[src/rtl/idx_fetch_seq.sv]
`timescale 1ns/1ps
module idx_fetch_seq #(
  parameter int PC_W  = 11,
  parameter int NIB_W = 4,
  parameter int STK_D = 3
) (
  input  logic                 clk,
  input  logic                 rst_n,
  input  logic                 cyc_en,
  input  logic                 skip,
  input  logic                 op_tbl,
  input  logic                 op_jmp,
  input  logic                 op_call,
  input  logic                 op_ret,
  input  logic [PC_W-1:0]      call_tgt,
  input  logic [NIB_W-1:0]     acc,
  input  logic [NIB_W-1:0]     ram_nib,
  input  logic [2*NIB_W-1:0]   rom_data,
  output logic [PC_W-1:0]      rom_addr,
  output logic [2*NIB_W-1:0]   q_o,
  output logic                 busy
);
  localparam int LOW_W = 2 * NIB_W;

  logic [PC_W-1:0]  pc_q;
  logic [PC_W-1:0]  stk_q [STK_D];
  logic [LOW_W-1:0] q_q;
  logic             busy_q, tbl_q;

  logic go, do_tbl, do_jmp, do_call, do_ret;
  logic [PC_W-1:0] ind_addr;

  assign go       = cyc_en & ~busy_q & ~skip;
  assign do_tbl   = go & op_tbl;
  assign do_jmp   = go & ~op_tbl & op_jmp;
  assign do_call  = go & ~op_tbl & ~op_jmp & op_call;
  assign do_ret   = go & ~op_tbl & ~op_jmp & ~op_call & op_ret;
  assign ind_addr = {pc_q[PC_W-1:LOW_W], acc, ram_nib};

  assign rom_addr = pc_q;
  assign q_o      = q_q;
  assign busy     = busy_q;

  always_ff @(posedge clk) begin
    if (!rst_n) begin
      pc_q   <= '0;
      q_q    <= '0;
      busy_q <= 1'b0;
      tbl_q  <= 1'b0;
      for (int i = 0; i < STK_D; i++) stk_q[i] <= '0;
    end else if (cyc_en) begin
      if (busy_q) begin
        busy_q <= 1'b0;
        if (tbl_q) begin
          q_q  <= rom_data;
          pc_q <= stk_q[0];
          for (int i = 0; i < STK_D-1; i++) stk_q[i] <= stk_q[i+1];
        end else begin
          pc_q[LOW_W-1:0] <= rom_data;
        end
      end else if (do_tbl || do_call) begin
        stk_q[0] <= pc_q;
        for (int i = 1; i < STK_D; i++) stk_q[i] <= stk_q[i-1];
        pc_q   <= do_tbl ? ind_addr : call_tgt;
        busy_q <= do_tbl;
        tbl_q  <= do_tbl;
      end else if (do_jmp) begin
        pc_q   <= ind_addr;
        busy_q <= 1'b1;
        tbl_q  <= 1'b0;
      end else if (do_ret) begin
        pc_q <= stk_q[0];
        for (int i = 0; i < STK_D-1; i++) stk_q[i] <= stk_q[i+1];
      end else begin
        pc_q <= pc_q + PC_W'(1);
      end
    end
  end

  AST_HOLD_NO_STROBE: assert property (@(posedge clk) disable iff (!rst_n)
    !cyc_en |=> $stable(rom_addr) && $stable(q_o) && $stable(busy));

  AST_SEQ_STEP: assert property (@(posedge clk) disable iff (!rst_n)
    cyc_en && !busy && (skip || !(op_tbl || op_jmp || op_call || op_ret))
    |=> rom_addr == PC_W'($past(rom_addr) + PC_W'(1)) && !busy);

  AST_IND_ADDR: assert property (@(posedge clk) disable iff (!rst_n)
    cyc_en && !busy && !skip && (op_tbl || op_jmp)
    |=> busy && rom_addr == {$past(rom_addr[PC_W-1:LOW_W]), $past(acc), $past(ram_nib)});

  AST_BUSY_ONE: assert property (@(posedge clk) disable iff (!rst_n)
    busy && cyc_en |=> !busy);

  AST_Q_TBL_ONLY: assert property (@(posedge clk) disable iff (!rst_n)
    !(busy && cyc_en && tbl_q) |=> $stable(q_o));

  AST_JMP_LOW: assert property (@(posedge clk) disable iff (!rst_n)
    busy && cyc_en && !tbl_q
    |=> rom_addr == {$past(rom_addr[PC_W-1:LOW_W]), $past(rom_data)});
endmodule

[config.mk]
export PLATFORM = sky130hd
export DESIGN_NAME = idx_fetch_seq
export DESIGN_NICKNAME = d
export VERILOG_FILES = /design/src/rtl/idx_fetch_seq.sv
export SDC_FILE = /design/constraint.sdc
export NUM_CORES = 1
export LEC_CHECK = 0
export ABC_AREA = 1
export BUFFER_PORTS_ARGS = -buffer_cell sky130_fd_sc_hd__buf_2
export CAP_MARGIN = 20
export CORE_MARGIN = 1.5
export CORE_UTILIZATION = 50
export DETAILED_ROUTE_END_ITERATION = 6
export PLACE_DENSITY = 0.84
export SLEW_MARGIN = 20
export SYNTH_ARGS = -nofsm -noshare
export SYNTH_HDL_FRONTEND = slang
export SYNTH_SLANG_ARGS = --single-unit
[constraint.sdc]
create_clock -name clk -period 4.19 [get_ports clk]
set_input_delay 0.838 -clock clk [delete_from_list [all_inputs] [get_ports clk]]
set_output_delay 0.838 -clock clk [all_outputs]
set_load 0.01 [all_outputs]
==> impl_metrics.csv, run 1 <==
group,metric,value,unit
job,drv_cap,0,
drt,vias,3090,
clocking,clk_latency,0.32,ns
sta,fin_crit,3.059,ns
floorplan,num_rows,28,
sta,setup_ws,1.131,ns
worst_hold_path,hold_path.startpoint,"q_o[2]",
final_layout,post-route-util,59.11,%
place,dpl_worst_slack,0.8119,ns
clocking,cts_setup_buffers,0,
global_route,grt_pass1_vias,2805,
drt,vias_per_cell,5.722,
sta,rsz0062_at_grt,"false",
final_layout,drive_gt1_share,17.63,%
synthesis,syn_area,3137,µm²
pwr,ir_drop,0.2333,mV
floorplan,start_util,52.36,%
critical_path,crit_path_end_kind,"flip-flop",
synthesis,ys_warn_count,0,
place,hpwl,5921,µm
global_route,grt_overflow_total,0,
drt,drtIter0Drc,358,
global_route,grt_max_degree,35,
clocking,cts_buffers,5,
sta,tns,0,ns
synthesis,yosysUniqueCellTypes,33,
critical_path,crit_path_start_kind,"primary input",
critical_path,cp.arrival,3.13,ns
synthesis,synth_edf_count,33,
sta,fin_crit_sh,73.00,%
sta,whs,0.5185,ns
floorplan,pin_count,55,
critical_path,required,4.26,ns
floorplan,core_area,5991,µm²
floorplan,die_h,82.21,µm
critical_path,crit_path_max_fanout,34,
synthesis,ys_async_sr_fraction,0,%
sta,fin_skew,0.009070,ns
worst_hold_path,worstHoldEndpoint,"q_o[2]",
clocking,cts_tree,"yes",
drt,drtAntennaViolNets,0,
sta,slew_violations,0,
synthesis,syn-num-nets,451,
synthesis,synth_ff_type,"edfxtp_1",
sta,setup_viol,0,
worst_hold_path,hold_path_depth,2,
clocking,ctsHoldBuffers,0,
pwr,power,1.079,mW
critical_path,worst_r2r_endpoint,"stk_q[0][6]",
run_status,status,"completed",
floorplan,dieArea,6758,µm²
critical_path,crit-reg2reg-launch,"busy",
critical_path,critPathKind,"in2reg",
floorplan,die-width,82.21,µm
sta,hold_violations,0,
clocking,post_cts_resize_count,0,
drt,wl,8016,µm
drt,route.detailed.drc,0,
final_layout,layout_commonest_cell,"nand2_1",
pwr,power_density,304.7,nW/µm²
clocking,htree_levels,2,
final_layout,antennaDiodeCount,0,
place,place_congestion,1.002,
clocking,cts_buffer_depth,2,
synthesis,ys_seq_area_share,44.99,%
sta,relSlewSlack,65.83,%
synthesis,yosys_register_bits,54,
synthesis,synthCells,415,
global_route,antenna_found_initial,0,
final_layout,final_cell_mix,"82 x nand2_1, 54 x buf_2, 46 x o21ai_0",
place,io_buffers,54,
pwr,p_leak,1.603,nW
drt,drt_first_pass_iters,6,
critical_path,r2r_slack,1.30,ns
drt,routedWlPerCell,14.84,µm
sta,max_freq,326.9,MHz
clocking,clock-root-buffer,"clkbuf_8",
global_route,grt_pass1_wl,12640,µm
synthesis,syn_area_per_cell,7.558,µm²
critical_path,r2r_cells,10,
final_layout,area_growth_syn_to_layout,12.88,%
global_route,grtUsageTotal,25.19,%
clocking,clk_pin_slew,0.10,ns
sta,worstMarginPinSlew,0.5111,ns
clocking,clock_sinks,54,
worst_hold_path,hp-class,"reg2reg",
final_layout,nets,500,
## flip-flops by register name, summed over array words and instances, names as in the netlist
name      cells
rom_addr     11
busy          1
tbl_q         1
q_o           8
stk_q        33
## cells by family after synthesis
group,synth area share [%]
xor gates and xnor gates,0.2793
AOI/OAI and AO/OA,20.98
DFF,44.99
and+or+nand+nor,24.33
adders and majority gates,0.3988
buffers and inverters,9.015
## where the power goes
| part | total (mW) | internal [mW] | switching [mW] |
|---|---|---|---|
| sequential | 0.621 | 0.593 | 0.0282 |
| combinational | 0.163 | 0.0586 | 0.105 |
| clock | 0.295 | 0.118 | 0.177 |
| total | 1.08 | 0.769 | 0.310 |
## worst max-delay path by stage
stage / start / end / slack, ns
2_1_floorplan: rst_n / stk_q[0][0] / 1.53
3_3_place_gp: cyc_en / stk_q[0][8] / 0.95
3_5_place_dp: cyc_en / stk_q[0][10] / 0.81
4_1_cts: cyc_en / stk_q[0][10] / 1.14
5_1_grt: cyc_en / stk_q[0][17] / 0.95
6_report: cyc_en / stk_q[0][6] / 1.13
## worst max-delay path, cell delays in order
cell and delay, ns:
buf_2 0.15, inv_2 0.13, nor2_4 0.06, nand3_2 0.23
nand2_2 0.13, nand2_4 0.27, nand2_4 0.20, inv_1 0.30
nand3_1 0.45, buf_4 0.36
## layout make-up
type	instances	area, µm²
flip-flops and latches	54	1411
well taps	75	93.84
fillers	539	2450
inverters	48	180.2
repair buffers	61	322.8
clock buffers	5	68.82
multi-input cells	294	1443
clock inverters	3	21.27
## per-stage QoR
step	instances	area [µm²]
finish	540	3541
global route	540	3541
CTS	540	3541
detailed placement	532	3451
global placement	532	3451
floorplan	415	3137
## cell usage after synthesis, types with 3 or more instances
cell type / number / area, µm²
edfxtp_1: 33 / 991.0
inv_1: 44 / 165.2
nand2_1: 82 / 307.8
a22oi_1: 14 / 105.1
nand3_1: 31 / 155.2
nor2_1: 44 / 165.2
a2bb2oi_1: 3 / 26.28
o21ai_1: 6 / 30.03
buf_2: 8 / 40.04
o21ai_0: 46 / 230.2
clkbuf_1: 5 / 18.77
inv_2: 3 / 11.26
nor2_2: 3 / 18.77
nand4_1: 3 / 18.77
dfxtp_1: 21 / 420.4
a21oi_1: 40 / 200.2
o211ai_1: 3 / 22.52
buf_4: 3 / 22.52
## metal layers
metal | share of wire [%] | up-vias | wire length [µm] | track usage (%)
li1 | - | 1504 | - | -
met1 | 43 | 1385 | 3433 | 33.43
met2 | 45 | 182 | 3641 | 39.27
met3 | 9.3 | 19 | 746 | 4.066
met4 | 2.4 | 0 | 194 | 13.56
met5 | 0 | - | 0 | 0
No activity file was read; power rests on OpenSTA's default activity.
==> inputs of run 2 (changes only) <==
- clock period: 4.19 -> 3.1 ns (I/O delays scaled with it)
==> impl_metrics.csv, run 2 (synthesis results as in run 1) <==
group,metric,value,unit
sta,hold_violations,0,
critical_path,r2r_slack,0.67,ns
clocking,clk_pin_slew,0.10,ns
final_layout,largest_register,"stk_q",
place,hpwl,5907,µm
final_layout,layout_commonest_cell,"nand2_1",
clocking,post_cts_resize_count,0,
place,dpl_worst_slack,0.3412,ns
floorplan,dieArea,6758,µm²
place,dp.cells,534,
clocking,cts_buffer_depth,2,
drt,vias_per_cell,5.688,
critical_path,critPathKind,"in2reg",
sta,relSlewSlack,70.38,%
drt,vias,3083,
critical_path,cp.arrival,2.49,ns
sta,fin_crit,2.470,ns
worst_hold_path,worstHoldEndpoint,"q_o[1]",
critical_path,r2r_cells,7,
global_route,grt_max_degree,34,
worst_hold_path,hold_path.startpoint,"q_o[1]",
pwr,power_density,411.4,nW/µm²
sta,slew_violations,0,
drt,routedWlPerCell,15.06,µm
drt,wl,8164,µm
clocking,ctsHoldBuffers,0,
sta,setup_ws,0.6298,ns
sta,worstMarginPinSlew,0.4432,ns
clocking,cts_tree,"yes",
drt,drtIter0Drc,475,
clocking,cts_setup_buffers,0,
final_layout,drive_gt1_share,17.99,%
global_route,grt_pass1_vias,2703,
global_route,grt_pass1_wl,12980,µm
pwr,p_leak,1.609,nW
sta,setup_viol,0,
floorplan,die-width,82.21,µm
job,drv_cap,0,
critical_path,crit-reg2reg-launch,"tbl_q",
final_layout,nets,502,
critical_path,crit_path_start_kind,"primary input",
final_layout,final_cell_mix,"82 x nand2_1, 54 x buf_2, 46 x o21ai_0",
floorplan,start_util,52.36,%
clocking,cts_buffers,5,
floorplan,pin_count,55,
worst_hold_path,hp-class,"reg2reg",
sta,fin_skew,0.01017,ns
sta,max_freq,404.8,MHz
global_route,grt_overflow_total,0,
final_layout,n_fill_cell,537,
worst_hold_path,hold_path_depth,2,
critical_path,crit_path_end_kind,"flip-flop",
place,place_congestion,0.9629,
sta,whs,0.5251,ns
sta,fin_crit_sh,79.68,%
drt,route.detailed.drc,0,
clocking,clock_sinks,54,
sta,rsz0062_at_grt,"false",
drt,drtAntennaViolNets,0,
critical_path,required,3.12,ns
floorplan,die_h,82.21,µm
final_layout,final_cell_count_no_fill,542,
global_route,grtUsageTotal,25.64,%
floorplan,core_area,5991,µm²
global_route,antenna_found_initial,0,
clocking,htree_levels,2,
floorplan,num_rows,28,
final_layout,largest_reg_flops,33,
critical_path,crit_path_max_fanout,23,
pwr,power,1.462,mW
run_status,status,"completed",
pwr,ir_drop,0.2572,mV
final_layout,antennaDiodeCount,0,
clocking,clk_latency,0.31,ns
drt,drt_first_pass_iters,6,
sta,tns,0,ns
place,io_buffers,54,
clocking,clock-root-buffer,"clkbuf_8",
critical_path,worst_r2r_endpoint,"stk_q[0][10]",
final_layout,area_growth_syn_to_layout,13.32,%
## run 2: changes by cell type in the layout (fill, tap and decap cells not counted)
cell        change
inv_6           +1
clkinvlp_4      +1
clkinv_4        -2
buf_4           +2
## run 2: worst max path at each step
| stage | endpoint | slack (ns) | start | cells after the start |
|---|---|---|---|---|
| 2_1_floorplan | stk_q[0][0] | 0.66 | rst_n | 6 |
| 3_3_place_gp | stk_q[0][8] | 0.44 | cyc_en | 10 |
| 3_5_place_dp | stk_q[0][9] | 0.34 | cyc_en | 10 |
| 4_1_cts | stk_q[0][9] | 0.67 | cyc_en | 10 |
| 5_1_grt | stk_q[0][6] | 0.36 | tbl_q | 7 |
| 6_report | stk_q[0][10] | 0.63 | cyc_en | 10 |
## run 2: per-stage QoR
stage / instance area [µm²] / util (%)
floorplan: 3137 / -
global placement: 3466 / 57.85
detailed placement: 3466 / 57.85
CTS: 3555 / 59.34
global route: 3555 / 59.34
finish: 3555 / 59.34
## run 2: layout make-up
type | count | area [µm²] | share of cell area (%)
clock inverter | 3 | 20.02 | 0.5632
timing repair buffer | 63 | 337.8 | 9.504
sequential | 54 | 1411 | 39.70
tap | 75 | 93.84 | 2.640
inverter | 48 | 180.2 | 5.069
multi-input combinational | 294 | 1443 | 40.58
clock buffer | 5 | 68.82 | 1.936
## run 2: layer usage
metal  wire length, µm  GRT usage (%)
met4               102          10.17
met5                 0              0
met1              3505          35.78
met2              3731          38.05
met3               825          6.374
## run 2: power by group
group          leakage, nW  switching (mW)  internal [mW]  total, mW
clock               0.0422           0.238          0.160      0.398
sequential           0.515          0.0388          0.801      0.840
combinational         1.05           0.143         0.0810      0.224
## run 2: critical path, cell delays in order
cell,delay [ns]
buf_2,0.16
inv_2,0.10
nor2_4,0.12
nand3_2,0.27
nand2_2,0.38
nand2_4,0.09
nand2_4,0.17
inv_1,0.20
nand3_1,0.14
buf_4,0.22
